`config.mk`:
```
export PLATFORM = sky130hd
export DESIGN_NAME = lut_cell
export DESIGN_NICKNAME = d
export VERILOG_FILES = /design/src/rtl/lut_cell_pkg.sv /design/src/rtl/lut_cell_ctrl.sv /design/src/rtl/lut_cell_store.sv /design/src/rtl/lut_cell_rdmux.sv /design/src/rtl/lut_cell.sv
export SDC_FILE = /design/constraint.sdc
export NUM_CORES = 1
export LEC_CHECK = 0
export BUFFER_PORTS_ARGS = -buffer_cell sky130_fd_sc_hd__buf_2
export CAP_MARGIN = 20
export CORE_MARGIN = 2
export CORE_UTILIZATION = 57
export DETAILED_ROUTE_END_ITERATION = 16
export PLACE_DENSITY = 0.77
export SYNTH_ARGS = -nofsm -noshare
export SYNTH_HDL_FRONTEND = slang
export SYNTH_SLANG_ARGS = --single-unit
```
`constraint.sdc`:
```
create_clock -name clk -period 4.08 [get_ports clk]
set_input_delay 0.612 -clock clk [delete_from_list [all_inputs] [get_ports clk]]
set_output_delay 0.612 -clock clk [all_outputs]
set_load 0.005 [all_outputs]
```
`src/rtl/lut_cell_pkg.sv`:
```
package lut_cell_pkg;

   typedef enum logic [1:0] {
      MODE_FUNC  = 2'd0,
      MODE_SPLIT = 2'd1,
      MODE_RAM   = 2'd2,
      MODE_SHIFT = 2'd3
   } cell_mode_e;

   typedef struct packed {
      logic wr_cmd;
      logic shift_cmd;
      logic split;
   } cell_ctl_t;

endpackage

```
`src/rtl/lut_cell_ctrl.sv`:
```
module lut_cell_ctrl
   import lut_cell_pkg::*;
(
   input  logic [1:0] mode,
   input  logic       wr_en,
   input  logic       sh_en,
   output cell_ctl_t  ctl
);

   cell_mode_e mode_e;

   always_comb begin
      mode_e        = cell_mode_e'(mode);
      ctl.wr_cmd    = 1'b0;
      ctl.shift_cmd = 1'b0;
      ctl.split     = 1'b0;
      unique case (mode_e)
         MODE_FUNC:  ;
         MODE_SPLIT: ctl.split     = 1'b1;
         MODE_RAM:   ctl.wr_cmd    = wr_en;
         MODE_SHIFT: ctl.shift_cmd = sh_en;
         default:    ;
      endcase
   end

endmodule

```
`src/rtl/lut_cell_store.sv`:
```
module lut_cell_store #(
   parameter int ADDR_W = 6,
   localparam int DEPTH = 1 << ADDR_W
) (
   input  logic              clk,
   input  logic              rst_n,
   input  logic              load,
   input  logic [DEPTH-1:0]  load_data,
   input  logic              wr_cmd,
   input  logic              shift_cmd,
   input  logic [ADDR_W-1:0] addr,
   input  logic              din,
   output logic [DEPTH-1:0]  tbl
);

   logic [DEPTH-1:0] nxt;

   for (genvar i = 0; i < DEPTH; i++) begin : g_bit
      logic prev_bit;
      if (i == 0) begin : g_head
         assign prev_bit = din;
      end else begin : g_body
         assign prev_bit = tbl[i-1];
      end

      always_comb begin
         if (load) begin
            nxt[i] = load_data[i];
         end else if (wr_cmd && (addr == ADDR_W'(i))) begin
            nxt[i] = din;
         end else if (shift_cmd) begin
            nxt[i] = prev_bit;
         end else begin
            nxt[i] = tbl[i];
         end
      end
   end

   always_ff @(posedge clk) begin
      if (!rst_n) begin
         tbl <= '0;
      end else begin
         tbl <= nxt;
      end
   end

endmodule

```
`src/rtl/lut_cell_rdmux.sv`:
```
module lut_cell_rdmux #(
   parameter int ADDR_W    = 6,
   parameter bit HAS_SPLIT = 1'b1,
   localparam int DEPTH    = 1 << ADDR_W
) (
   input  logic [DEPTH-1:0]  tbl,
   input  logic [ADDR_W-1:0] addr,
   input  logic              split,
   output logic              out_main,
   output logic              out_aux
);

   if (HAS_SPLIT) begin : g_split
      logic [ADDR_W-1:0] lo_idx;
      logic [ADDR_W-1:0] hi_idx;
      assign lo_idx = {1'b0, addr[ADDR_W-2:0]};
      assign hi_idx = {1'b1, addr[ADDR_W-2:0]};

      always_comb begin
         if (split) begin
            out_main = tbl[lo_idx];
            out_aux  = tbl[hi_idx];
         end else begin
            out_main = tbl[addr];
            out_aux  = 1'b0;
         end
      end
   end else begin : g_whole
      logic unused_split;
      assign unused_split = split;
      assign out_main     = tbl[addr];
      assign out_aux      = 1'b0;
   end

endmodule

```
`src/rtl/lut_cell.sv`:
```
module lut_cell
   import lut_cell_pkg::*;
#(
   parameter int ADDR_W    = 6,
   parameter bit HAS_SPLIT = 1'b1,
   localparam int DEPTH    = 1 << ADDR_W
) (
   input  logic              clk,
   input  logic              rst_n,
   input  logic [1:0]        mode,
   input  logic [ADDR_W-1:0] sel,
   input  logic              wr_en,
   input  logic              sh_en,
   input  logic              din,
   input  logic              cfg_load,
   input  logic [DEPTH-1:0]  cfg_data,
   output logic              out_main,
   output logic              out_aux
);

   if (ADDR_W < 2 || ADDR_W > 10) begin : g_bad_addr_w
      $error("lut_cell: ADDR_W must lie in 2..10");
   end

   cell_ctl_t        ctl;
   logic [DEPTH-1:0] tbl_q;

   lut_cell_ctrl u_ctrl (
      .mode  (mode),
      .wr_en (wr_en),
      .sh_en (sh_en),
      .ctl   (ctl)
   );

   lut_cell_store #(.ADDR_W(ADDR_W)) u_store (
      .clk       (clk),
      .rst_n     (rst_n),
      .load      (cfg_load),
      .load_data (cfg_data),
      .wr_cmd    (ctl.wr_cmd),
      .shift_cmd (ctl.shift_cmd),
      .addr      (sel),
      .din       (din),
      .tbl       (tbl_q)
   );

   lut_cell_rdmux #(.ADDR_W(ADDR_W), .HAS_SPLIT(HAS_SPLIT)) u_rdmux (
      .tbl      (tbl_q),
      .addr     (sel),
      .split    (ctl.split),
      .out_main (out_main),
      .out_aux  (out_aux)
   );

endmodule

```
==> summary.md, run 1 <==
| Metric | Value |
|---|---|
| Status | `finished, final reports clean` |
| Initial antenna violation count | `0` |
| Post-synth top area share | `0.247` |
| CTS Buf Count | `9` |
| Layout net count | `627` |
| Unique masters post-synth | `49` |
| Via density | `7.50` |
| Synth Register Bits | `64` |
| TritonCTS Sinks | `64` |
| Final Hold Fails | `0` |
| Max FFs per register | `64` |
| # resized after CTS | `0` |
| Worst slew margin | `0.269` |
| Worst-Skew Late Latency | `0.35 ns` |
| Fin Setup TNS | `0 ns` |
| Post-DRT Antenna Nets | `0` |
| Setup Viol. Count Final | `0` |
| Hold Crit Class | `reg -> reg` |
| Peak fanout along the critical path | `33` |
| Tcrit/Tclk final | `0.789` |
| Register area share after synthesis | `0.247` |
| Worst setup EP type | `output pin` |
| Synth Warn # | `0` |
| PortBufs | `79` |
| Arrival @ worst endpoint | `2.61 ns` |
| Fillers | `740` |
| Vias | `4,962` |
| Total wire length | `16.1 mm` |
| Global Route Usage Sum | `0.326` |
| Largest net degree at the start of global routing | `68` |
| Die W | `99.4 um` |
| Crit path largest cell delay | `0.62 ns` |
| Layout cells sized above 1 | `0.343` |
| Crit-path slowest cell | `buf_2` |
| Grt ovf | `0` |
| Area Overhead vs Synth | `9.58%` |
| Syn Inst Count | `517` |
| Total power | `1.69 mW` |
| Setup Skew | `0.00850 ns` |
| WP buf/inv | `2` |
| Number of hold buffers added after cts | `0` |
| Fin area | `0.00568 sq mm` |
| Clock Tree Buf Depth | `2` |
| Syn nets | `595` |
| First-pass GRT wire length | `25.3 mm` |
| Utilization after layout | `0.648` |
| Leading cell type in the layout, fill and taps excluded | `buf_2` |
| PD cells | `297 mW/mm^2` |
| Mapped cell area | `0.00518 sq mm` |
| Most common cell type on the critical path | `buf_2` |
| Diode count | `0` |
| Grt met2 use | `0.515` |
| Met3 usage in global routing | `0.0661` |
| Tightest Pin Transition | `1.09 ns` |
| Post-synthesis average cell area | `10.0 sq um` |
| Critical Path, Cell by Cell | `buf_2 -> mux4_2 -> mux2_2 -> o22ai_2 -> a41o_2 -> mux2i_1 -> buf_2` |
| RD Place Congestion | `0.918` |
| Clock-pin slew on the worst setup and hold paths | `0.07 ns` |
| TritonRoute pass-1 iters | `7` |
| CTS root buf | `clkbuf_8` |
| RSZ-0062 raised after global routing | `false` |
| Starting Density | `0.591` |
| WP data required | `3.47 ns` |
| Row count | `34` |
| Top reg by flops | `u_store.tbl` |
| IO Pins | `80` |
| Dpl cells | `645` |
| Total of max-cap violations | `0` |
| Die Span Y | `99.4 um` |
| HPWL after DPL | `10.6 mm` |
| Vias in the first global route | `4,603` |
| Setup WS pre-CTS | `0.864 ns` |
| Crit path time final | `3.22 ns` |
| Slew Limit Fails | `0` |
| Synth area leaders | `dfxtp_1 (25%), mux2i_1 (13%), a221oi_1 (11%), a31o_1 (9.8%), nand3_2 (8.7%)` |
| TritonCTS clock tree | `yes` |
| Max Fclk | `311 MHz` |
| Die area | `0.00987 sq mm` |
| Htree depth | `3` |
| Hold Worst Slack | `0.526 ns` |
| CP Class | `in -> out` |
| Residual DRC | `0` |
| Initial DRC count | `372` |
| Placeable Area | `0.00876 sq mm` |
| Top Family by Delay on Critical Path | `multiplexers` |
| Placed inst area | `0.00543 sq mm` |
| Most frequent cells in the layout | `buf_2 (79), mux2i_1 (68), dfxtp_1 (64), o21ai_0 (63), a221oi_1 (63)` |
| Startpoint types | `primary input` |
| P_leak | `2.30 nW` |
| Top flop regs | `u_store.tbl (64)` |
| Post-route worst setup slack | `0.861 ns` |
| Met1 GRT Util | `0.430` |
| WL per Instance | `24.3 um` |
| Post-CTS setup buffer count | `0` |
| Largest area contributor in the netlist | `dfxtp_1` |
| Non-Filler Instances | `662` |
| Worst vdd ir | `0.000156 V` |
| Busiest grt layer | `met2` |
metal layers:
metal  share of wire  wire (um)
met1            0.40       6420
met2            0.46       7460
met4           0.041        667
met3           0.096       1550
met5               0          0
Yosys cell counts, drive strengths merged:
cell type	count
mux4	15
and4bb	6
o32a	1
a31o	61
o221ai	1
o22ai	1
clkbuf	33
nor4	2
nor4b	5
buf	36
o21ai	63
nor3	2
and2	1
and4	1
mux2i	68
and3	1
nand2b	2
nand3b	2
nand3	64
nor2	1
a221oi	63
a31oi	1
nor2b	2
a41o	3
inv	4
a311oi	1
nor4bb	1
nor3b	1
a211oi	1
and4b	5
dfxtp	64
nand2	2
mux2	3
final timing paths:
path	from	to	slack, ns	cells after the start
worst max register to register	u_store.tbl[18]	u_store.tbl[19]	2.98	3
worst min register to register	u_store.tbl[28]	u_store.tbl[28]	0.53	1
worst min-delay path	u_store.tbl[28]	u_store.tbl[28]	0.53	1
worst max-delay path	sel[0]	out_main	0.86	7
logic make-up after synthesis:
kind of cell,synth area share
muxes,0.204
AOI/OAI and AO/OA,0.287
and+or+nand+nor,0.181
DFF,0.247
buffers and inverters,0.0802
cell type report:
type | count | area (sq um) | share of cell area
well taps | 108 | 135 | 0.0238
multi-input cells | 380 | 3510 | 0.618
flip-flops and latches | 64 | 1280 | 0.226
clock buffers | 14 | 183 | 0.0322
clock inverters | 2 | 35.0 | 0.00617
inverters | 4 | 16.3 | 0.00286
repair buffers | 90 | 518 | 0.0912
power breakdown:
part | internal (mW) | switching [mW] | leakage, nW
Combinational | 0.159 | 0.192 | 1.66
Clock | 0.349 | 0.257 | 0.113
Sequential | 0.671 | 0.0579 | 0.528
worst register-to-register path, delay by kind of cell (launching register included):
| kind | cells | cell delay, ns |
|---|---|---|
| flip-flops | 1 | 0.46 |
| AO/OA/AOI/OAI | 2 | 0.43 |
| multiplexers | 1 | 0.15 |
No activity file was read; power rests on OpenSTA's default activity.
==> run 2, diff against run 1 <==
--- a/config.mk
+++ b/config.mk
@@ -5,6 +5,7 @@
 export SDC_FILE = /design/constraint.sdc
 export NUM_CORES = 1
 export LEC_CHECK = 0
+export ABC_AREA = 1
 export BUFFER_PORTS_ARGS = -buffer_cell sky130_fd_sc_hd__buf_2
 export CAP_MARGIN = 20
 export CORE_MARGIN = 2
==> constraint.sdc (replaced) <==
create_clock -name clk -period 3.3 [get_ports clk]
set_input_delay 0.495 -clock clk [delete_from_list [all_inputs] [get_ports clk]]
set_output_delay 0.495 -clock clk [all_outputs]
set_load 0.005 [all_outputs]
==> run 2 against run 1 <==
  * Synthesized cell count grew 75%
  * Non-clock buffer count grew 2
  * Clock skew grew 0.0018 ns
  * Combinational power grew 33%
  * Sequential power grew 21%
  * Sequential share of layout area grew 0.34 points
  * Routed wire length grew 4.6%
  * Die area shrank 3.9%
  * Highest routed layer unchanged
==> summary.md, run 2 <==
| Metric | Value |
|---|---|
| WL per Instance | `15.7 um (-35%)` |
| Simple-gate portion of the synthesized area | `0.436 (+0.255)` |
| Via density | `5.80 (-23%)` |
| Diode count | `0 (unchanged)` |
| Number of hold buffers added after cts | `0 (unchanged)` |
| PortBufs | `79 (unchanged)` |
| Starting Density | `0.578 (-0.0129)` |
| Mapped cell area | `0.00497 sq mm (-4.1%)` |
| P_leak | `2.44 nW (+6.0%)` |
| Fin Setup TNS | `0 ns (unchanged)` |
| Worst vdd ir | `0.000255 V (+63%)` |
| Non-Filler Instances | `1,071 (+62%)` |
| IO Pins | `80 (unchanged)` |
| Unique masters post-synth | `22 (-55%)` |
| Placeable Area | `0.00859 sq mm (-1.9%)` |
| Worst slew margin | `0.546 (+0.277)` |
| Peak fanout along the critical path | `23 (-30%)` |
| Tcrit/Tclk final | `0.788` |
| Tightest Pin Transition | `0.680 ns (-0.415 ns)` |
| Share of async-settable or async-resettable flops after synthesis | `0 (unchanged)` |
| Post-synth top area share | `0.288 (+0.0412)` |
| Dpl cells | `1,056 (+64%)` |
| Max Fclk | `385 MHz` |
| Total wire length | `16.8 mm (+4.6%)` |
| Max FFs per register | `64 (unchanged)` |
| RSZ-0062 raised after global routing | `false` |
| Post-DRT Antenna Nets | `0 (unchanged)` |
| Register area share after synthesis | `0.258 (+0.0105)` |
| Largest net degree at the start of global routing | `62 (-8.8%)` |
| Row count | `34 (unchanged)` |
| Arrival @ worst endpoint | `2.11 ns (-0.50 ns)` |
| Xor/xnor share of the synthesized area | `0 (unchanged)` |
| Largest area contributor in the netlist | `nand2_1` |
| Startpoint types | `primary input` |
| Die area | `0.00948 sq mm (-3.9%)` |
| CP Class | `in -> out` |
| Clock-pin slew on the worst setup and hold paths | `0.08 ns (about the same)` |
| PD cells | `363 mW/mm^2 (+22%)` |
| CTS root buf | `clkbuf_8` |
| Initial antenna violation count | `0 (unchanged)` |
| Status | `finished, final reports clean` |
| EDFF count, synth | `0 (unchanged)` |
| Crit path time final | `2.60 ns` |
| Synth Warn # | `0 (unchanged)` |
| Area Overhead vs Synth | `12.6%` |
| Post-CTS setup buffer count | `0 (unchanged)` |
| Grt ovf | `0 (unchanged)` |
| Die Span Y | `97.4 um (-2.0%)` |
| Initial DRC count | `533 (+43%)` |
| Synth Register Bits | `64 (unchanged)` |
| TritonRoute pass-1 iters | `5 (-2)` |
| Die W | `97.4 um (-2.0%)` |
| Worst-Skew Late Latency | `0.35 ns (about the same)` |
| WP data required | `2.80 ns (-0.67 ns)` |
| Clock Tree Buf Depth | `2 (unchanged)` |
| Syn nets | `983 (+65%)` |
| CTS Buf Count | `9 (unchanged)` |
| Hold Crit Class | `in -> reg` |
| Leading cell type in the layout, fill and taps excluded | `nand2_1` |
| Most frequent cells in the layout | `nand2_1 (381), nor2_1 (125), a21oi_1 (118), buf_2 (79), dfxtp_1 (64)` |
| Vias in the first global route | `5,628 (+22%)` |
| Top reg by flops | `u_store.tbl` |
| TritonCTS Sinks | `64 (unchanged)` |
| Combinational family with the most area after synthesis | `simple AND/OR/NAND/NOR gates` |
| Mux contribution to synthesized area | `0 (-0.204)` |
| Slew Limit Fails | `0 (unchanged)` |
| Residual DRC | `0 (unchanged)` |
| Layout net count | `1,037 (+65%)` |
| Top-count cell post-synth | `nand2_1` |
| Compound-Gate Fraction of Synth Area | `0.243 (-0.0437)` |
| Top post-synthesis cells by count | `nand2_1 (382), nor2_1 (128), a21oi_1 (118)` |
| # resized after CTS | `0 (unchanged)` |
| Synth area leaders | `nand2_1 (29%), dfxtp_1 (26%), a21oi_1 (12%), nor2_1 (9.7%), o21ai_0 (5.3%)` |
| HPWL after DPL | `11.6 mm (+10%)` |
| TritonCTS clock tree | `yes` |
| Total of max-cap violations | `0 (unchanged)` |
| Synthesized-area fraction occupied by adder cells | `0 (unchanged)` |
| Worst setup EP type | `output pin` |
| Layout cells sized above 1 | `0.145 (-0.198)` |
| Htree depth | `3 (unchanged)` |
| Final Hold Fails | `0 (unchanged)` |
| Setup Viol. Count Final | `0 (unchanged)` |
| Syn Inst Count | `905 (+75%)` |
| Post-synthesis average cell area | `5.49 sq um (-45%)` |
| RD Place Congestion | `0.964 (+5.0%)` |
| Setup Skew | `0.0103 ns (+0.00179 ns)` |
| Top_reg_cell synth | `dfxtp_1` |
| Global Route Usage Sum | `0.358 (+0.0324)` |
| Top flop regs | `u_store.tbl (64)` |
| First-pass GRT wire length | `27.8 mm (+9.9%)` |
| Vias | `6,208 (+25%)` |
-- run 2: cell families after synthesis --
| logic type | after synthesis |
|---|---|
| DFF | 64 |
| and+or+nand+nor | 539 |
| AOI/OAI and AO/OA | 224 |
| buffers and inverters | 78 |
-- run 2: power by group --
part           leakage [nW]  total (mW)  switching, mW  internal (mW)
registers             0.528       0.882         0.0554          0.827
clock network        0.0989       0.678          0.316          0.362
logic                  1.81       0.468          0.299          0.170
total                  2.44        2.03          0.670           1.36
-- run 2: stage by stage --
| stage | area [sq um] | setup WS [ns] | power (mW) | hold slack, ns | utilization |
|---|---|---|---|---|---|
| after detailed placement | 5410 | 0.733 | 1.36 | 0.475 | 0.629 |
| after floorplan | 4970 | 1.36 | 1.20 | 0.444 | - |
| after CTS | 5600 | 0.721 | 2.02 | 0.409 | 0.651 |
| final | 5600 | 0.700 | 2.03 | 0.412 | 0.651 |
| after global placement | 5410 | 0.753 | 1.34 | 0.463 | 0.629 |
| after global routing | 5600 | 0.513 | 2.13 | 0.421 | 0.651 |
-- run 2: worst paths after layout --
path / startpoint / endpoint / slack (ns) / cells after the start
min reg2reg: u_store.tbl[36] / u_store.tbl[36] / 0.49 / 2
min: cfg_data[50] / u_store.tbl[50] / 0.41 / 3
max: sel[0] / out_main / 0.70 / 14
max reg2reg: u_store.tbl[27] / u_store.tbl[28] / 2.39 / 4
-- run 2: cell type report --
class / count / area (sq um)
multi-input cells: 763 / 3390
fillers: 886 / 3000
flip-flops and latches: 64 / 1280
repair buffers: 92 / 493
clock buffers: 11 / 141
well taps: 108 / 135
inverters: 29 / 111
clock inverters: 4 / 45.0
-- run 2: routing by layer --
| layer | vias up | share of wire | track usage |
|---|---|---|---|
| met1 | 2773 | 0.40 | 0.488 |
| li1 | 3038 | - | - |
| met4 | 0 | 0.036 | 0.158 |
| met3 | 52 | 0.11 | 0.0525 |
| met2 | 345 | 0.45 | 0.563 |
| met5 | - | 0 | 0 |
-- run 2: critical path: stages --
cell	delay, ns
buf_2	0.35
inv_2	0.28
nor2_2	0.25
nand2_1	0.07
nand2_1	0.07
nor2_1	0.04
nor2_1	0.08
nor2_1	0.05
nand2_1	0.05
nand2_1	0.08
nand2_1	0.07
nand2_1	0.06
inv_1	0.06
buf_2	0.10
